==> src/rtl/lst_pkg.sv <==
package lst_pkg;
  typedef enum logic [2:0] {
    ST_IDLE  = 3'd0,
    ST_APPLY = 3'd1,
    ST_WAIT  = 3'd2,
    ST_PASS  = 3'd3,
    ST_FAIL  = 3'd4
  } lst_state_e;
endpackage

==> src/rtl/lst_ring_step.sv <==
// Twisted-ring successor and last-pattern detect.
module lst_ring_step #(
  parameter int W = 7
) (
  input  logic [W-1:0] pat,
  output logic [W-1:0] nxt,
  output logic         at_last
);
  localparam logic [W-1:0] LAST_PAT = {{(W-1){1'b1}}, 1'b0};

  for (genvar i = 0; i < W; i++) begin : g_bit
    if (i == 0) begin : g_head
      assign nxt[i] = ~pat[W-1];
    end else begin : g_body
      assign nxt[i] = pat[i-1];
    end
  end

  assign at_last = (pat == LAST_PAT);
endmodule

==> src/rtl/lst_code_cmp.sv <==
// Bitwise equality of applied and returned codes.
module lst_code_cmp #(
  parameter int W = 7
) (
  input  logic [W-1:0] applied,
  input  logic [W-1:0] returned,
  output logic         same
);
  logic [W-1:0] diff;

  for (genvar i = 0; i < W; i++) begin : g_diff
    assign diff[i] = applied[i] ^ returned[i];
  end

  assign same = ~|diff;
endmodule

==> src/rtl/lst_seq_fsm.sv <==
// Run control: idle, apply (settle), wait for sample, pass, fail.
module lst_seq_fsm
  import lst_pkg::*;
(
  input  logic       clk,
  input  logic       rst,
  input  logic       start,
  input  logic       sample_valid,
  input  logic       codes_same,
  input  logic       at_last,
  output lst_state_e state_q,
  output logic       do_load,
  output logic       do_advance,
  output logic       do_pass,
  output logic       do_fail
);
  lst_state_e state_d;

  always_comb begin
    state_d    = state_q;
    do_load    = 1'b0;
    do_advance = 1'b0;
    do_pass    = 1'b0;
    do_fail    = 1'b0;
    unique case (state_q)
      ST_IDLE, ST_PASS, ST_FAIL: begin
        if (start) begin
          do_load = 1'b1;
          state_d = ST_APPLY;
        end
      end
      ST_APPLY: state_d = ST_WAIT;
      ST_WAIT: begin
        if (sample_valid) begin
          if (!codes_same) begin
            do_fail = 1'b1;
            state_d = ST_FAIL;
          end else if (at_last) begin
            do_pass = 1'b1;
            state_d = ST_PASS;
          end else begin
            do_advance = 1'b1;
            state_d    = ST_APPLY;
          end
        end
      end
      default: state_d = ST_IDLE;
    endcase
  end

  always_ff @(posedge clk) begin
    if (rst) state_q <= ST_IDLE;
    else     state_q <= state_d;
  end
endmodule

==> src/rtl/loopback_seq_tester.sv <==
module loopback_seq_tester
  import lst_pkg::*;
#(
  parameter int W = 7
) (
  input  logic         clk,
  input  logic         rst,
  input  logic         start,
  input  logic         sample_valid,
  input  logic [W-1:0] readback,
  output logic [W-1:0] stim,
  output logic         busy,
  output logic         fail,
  output logic         done
);
  logic [W-1:0] stim_q;
  logic [W-1:0] stim_nxt;
  logic         at_last;
  logic         codes_same;
  logic         busy_q, fail_q, done_q;
  logic         do_load, do_advance, do_pass, do_fail;
  lst_state_e   state_q;

  lst_ring_step #(.W(W)) step_i (
    .pat(stim_q), .nxt(stim_nxt), .at_last(at_last)
  );

  lst_code_cmp #(.W(W)) cmp_i (
    .applied(stim_q), .returned(readback), .same(codes_same)
  );

  lst_seq_fsm fsm_i (
    .clk(clk), .rst(rst), .start(start), .sample_valid(sample_valid),
    .codes_same(codes_same), .at_last(at_last), .state_q(state_q),
    .do_load(do_load), .do_advance(do_advance),
    .do_pass(do_pass), .do_fail(do_fail)
  );

  always_ff @(posedge clk) begin
    if (rst || do_load) stim_q <= '0;
    else if (do_advance) stim_q <= stim_nxt;
  end

  always_ff @(posedge clk) begin
    if (rst) begin
      busy_q <= 1'b0;
      fail_q <= 1'b0;
      done_q <= 1'b0;
    end else if (do_load) begin
      busy_q <= 1'b1;
      fail_q <= 1'b0;
      done_q <= 1'b0;
    end else begin
      if (do_pass || do_fail) busy_q <= 1'b0;
      if (do_fail) fail_q <= 1'b1;
      if (do_pass) done_q <= 1'b1;
    end
  end

  assign stim = stim_q;
  assign busy = busy_q;
  assign fail = fail_q;
  assign done = done_q;
endmodule

==> config.mk <==
export PLATFORM = sky130hd
export DESIGN_NAME = loopback_seq_tester
export DESIGN_NICKNAME = d
export VERILOG_FILES = /design/src/rtl/lst_pkg.sv /design/src/rtl/lst_ring_step.sv /design/src/rtl/lst_code_cmp.sv /design/src/rtl/lst_seq_fsm.sv /design/src/rtl/loopback_seq_tester.sv
export SDC_FILE = /design/constraint.sdc
export NUM_CORES = 1
export LEC_CHECK = 0
export BUFFER_PORTS_ARGS = -buffer_cell sky130_fd_sc_hd__buf_2
export CORE_MARGIN = 4
export CORE_UTILIZATION = 45
export CTS_CLUSTER_SIZE = 28
export DETAILED_ROUTE_END_ITERATION = 10
export GPL_TIMING_DRIVEN = 0
export PLACE_DENSITY = 0.79
export RECOVER_POWER = 100
export SLEW_MARGIN = 30
export SYNTH_ARGS = -nofsm -noshare
export SYNTH_HDL_FRONTEND = slang
export SYNTH_SLANG_ARGS = --single-unit
==> constraint.sdc <==
create_clock -name clk -period 1.7 [get_ports clk]
set_input_delay 0.34 -clock clk [delete_from_list [all_inputs] [get_ports clk]]
set_output_delay 0.34 -clock clk [all_outputs]
set_load 0.01 [all_outputs]
==> impl_metrics.json <==
{
  "layout.nets": 120,
  "antennaDiodeCount": 0,
  "vias": 726,
  "syn-instance-count": 84,
  "ant_nets": 0,
  "synth_area_sq_um": 768,
  "setup_viol": 0,
  "hold_viol": 0,
  "end_kind": "flop",
  "combPwrFrac_pct": 13.0,
  "maxCapViolations": 0,
  "reg2regPathDepth": 4,
  "grt_pass1_vias": 713,
  "place_inst": 120,
  "synth.avg_cell_area_sq_um": 9.15,
  "fin_area_sq_um": 932,
  "clk_pin_slew_worst_paths_ns": 0.08,
  "worstMarginPinSlew_ns": 0.509,
  "clock_latency_ns": 0.28,
  "coreArea_sq_um": 1560,
  "vdd_ir_drop_max_mv": 0.482,
  "die-height_um": 49.3,
  "netlist_top_cells_area": "dfxtp_1, xor2_1, a21oi_1, buf_4, nor4_4",
  "num_io_pins": 21,
  "status": "complete, no violations",
  "switchingPower_uw": 161,
  "grt_usage_pct": 15.7,
  "critPathMaxFanout": 6,
  "dieWidth_um": 49.3,
  "holdWs_ns": 0.286,
  "criticalPathCategory": "reg -> reg",
  "synth_ff_type": "dfxtp_1",
  "seqPwrFrac_pct": 53.5,
  "drt_first_pass_iters": 4,
  "max_slew_margin_pct": 65.8,
  "synth_edf_count": 0,
  "start_kind": "flop",
  "grt_max_degree": 10,
  "crit_arrival_ns": 1.85,
  "synth_area_leader_cell": "dfxtp_1",
  "rsz0062_at_grt": "yes",
  "final.period_utilization_pct": 99.2,
  "h-tree-depth": 1,
  "hold_depth": 2,
  "tns_ns": 0,
  "slew_viol_final": 0,
  "portBuffers": 20,
  "p_leak_uw": 0.000353,
  "dieArea_sq_um": 2430,
  "ys_ff_latch": 13,
  "std_cell_rows": 14,
  "routabilityCongestion": 0.798,
  "period_minus_slack_ns": 1.69,
  "numCtsBuffers": 3,
  "initial_utilization_pct": 49.3,
  "ys_seq_area_share_pct": 33.9,
  "hpwl_mm": 1.27,
  "post_drt_wl_per_cell_um": 14.2,
  "p_total_uw": 594,
  "power_density_nw_per_um2": 638,
  "clockRootBuffer": "clkbuf_4",
  "critPathRequiredTime_ns": 1.86,
  "skew_ns": 0.00422,
  "drive_gt1_share_pct": 38.9,
  "drt-total-wl_mm": 1.77,
  "clkPwrFrac_pct": 33.5,
  "timing.fmax_mhz": 593,
  "placed_cell_area_sq_um": 888,
  "ys_warn_count": 0,
  "vias_per_cell": 5.85,
  "gr-total-overflow": 0,
  "yosys.cell_types.count": 29,
  "synth.top_cell.area_share_pct": 33.9,
  "intPower_uw": 434,
  "post_cts_buffers": 0,
  "cts.path.max_buffers": 2,
  "antenna_found_initial": 0,
  "n_fill_cell": 156,
  "syn_nets": 95,
  "drt-initial-drc-count": 25,
  "syn_to_final_growth_pct": 21.3,
  "synthArstFlopShare_pct": 0,
  "grt_pass1_wl_mm": 2.99,
  "cts_tree": "built",
  "switching_share_pct": 27.0,
  "min_path_type": "in -> reg",
  "drc_errors": 0,
  "final_cells": 124,
  "cts_sinks": 13
}
[area by class of cell]
cell class	instances	area, sq um	share of cell area, %
buffer	7	48.8	5.23
clock buffer	4	26.3	2.82
inverter	2	7.51	0.805
multi-input combinational	62	469	50.3
sequential	13	265	28.5
tap	16	20.0	2.15
timing repair buffer	20	95.1	10.2
[synth_stat cells (all sizes together) (2+ instances only)]
master	instances
dfxtp	13
inv	2
xor2	7
a311oi	2
nand2	3
nor3	3
nand4	4
a21oi	10
nor4	3
nand3	4
o21ai	5
o31ai	2
buf	6
nor2	4
a31oi	2
or4	2
[metrics by stage]
step | setup WS (ns) | utilization, %
after floorplan | 0.0888 | -
after global placement | -0.0267 | 57.0
after detailed placement | -0.0243 | 57.0
after CTS | 0.0341 | 58.7
after global routing | -0.0274 | 59.8
final | 0.0131 | 59.8
[path summary, 6_finish.rpt]
path / from / to / slack, ns
max: stim[1] / stim[3] / 0.01
min: rst / fsm_i.state_q[0] / 0.29
max reg2reg: stim[1] / stim[3] / 0.01
min reg2reg: fail / fail / 0.45
[power by group through the flow]
stage                     sequential [uW]  combinational [uW]  clock [uW]
after global routing                  320                85.4         217
after global placement                324                73.4           0
after floorplan                       325                46.7           0
final                                 318                77.4         199
after CTS                             318                75.1         199
after detailed placement              325                74.2           0
[kinds of logic (layout without fill, tap and decap cells)]
logic type	Yosys count	after routing	synth area share [%]
AND/OR/NAND/NOR	31	31	31.8
AO/OA/AOI/OAI	24	24	19.1
flip-flops	13	13	33.9
buffers and inverters	9	33	7.33
XOR/XNOR	7	7	7.98
[sequential cells by signal, indices dropped and copies added (netlist names)]
name / count
done: 1
stim: 7
fail: 1
busy: 1
fsm_i.state_q: 3
[timing repair]
| action | CTS | global route |
|---|---|---|
| hold buffers | 0 | 0 |
| gates resized for setup | 0 | 7 |
| pin swaps | 1 | 2 |
| endpoints found under the setup margin | 2 | 7 |
[per-layer routing]
| layer | wire [um] | track usage, % | vias to the layer above |
|---|---|---|---|
| met3 | 108 | 3.98 | 6 |
| met2 | 799 | 24.3 | 22 |
| met1 | 810 | 19.3 | 340 |
| li1 | - | - | 358 |
| met4 | 46 | 9.00 | 0 |
| met5 | 0 | 0 | - |
[layout by cell type, fill, tap and decap left out, drive strengths merged, types with 3 or more instances in the layout]
cell type	Yosys	final
buf	6	22
nor4	3	3
a21oi	10	10
nor2	4	4
o21ai	5	5
nand2	3	3
nand4	4	4
nand3	4	4
dfxtp	13	13
nor3	3	3
xor2	7	7
clkbuf	1	9
[critical path: stages (launching register included)]
cell and delay, ns:
dfxtp_2 0.36, xor2_1 0.22, or4_4 0.61, o31ai_1 0.28
a21oi_1 0.10
No activity file was read; power rests on OpenSTA's default activity.
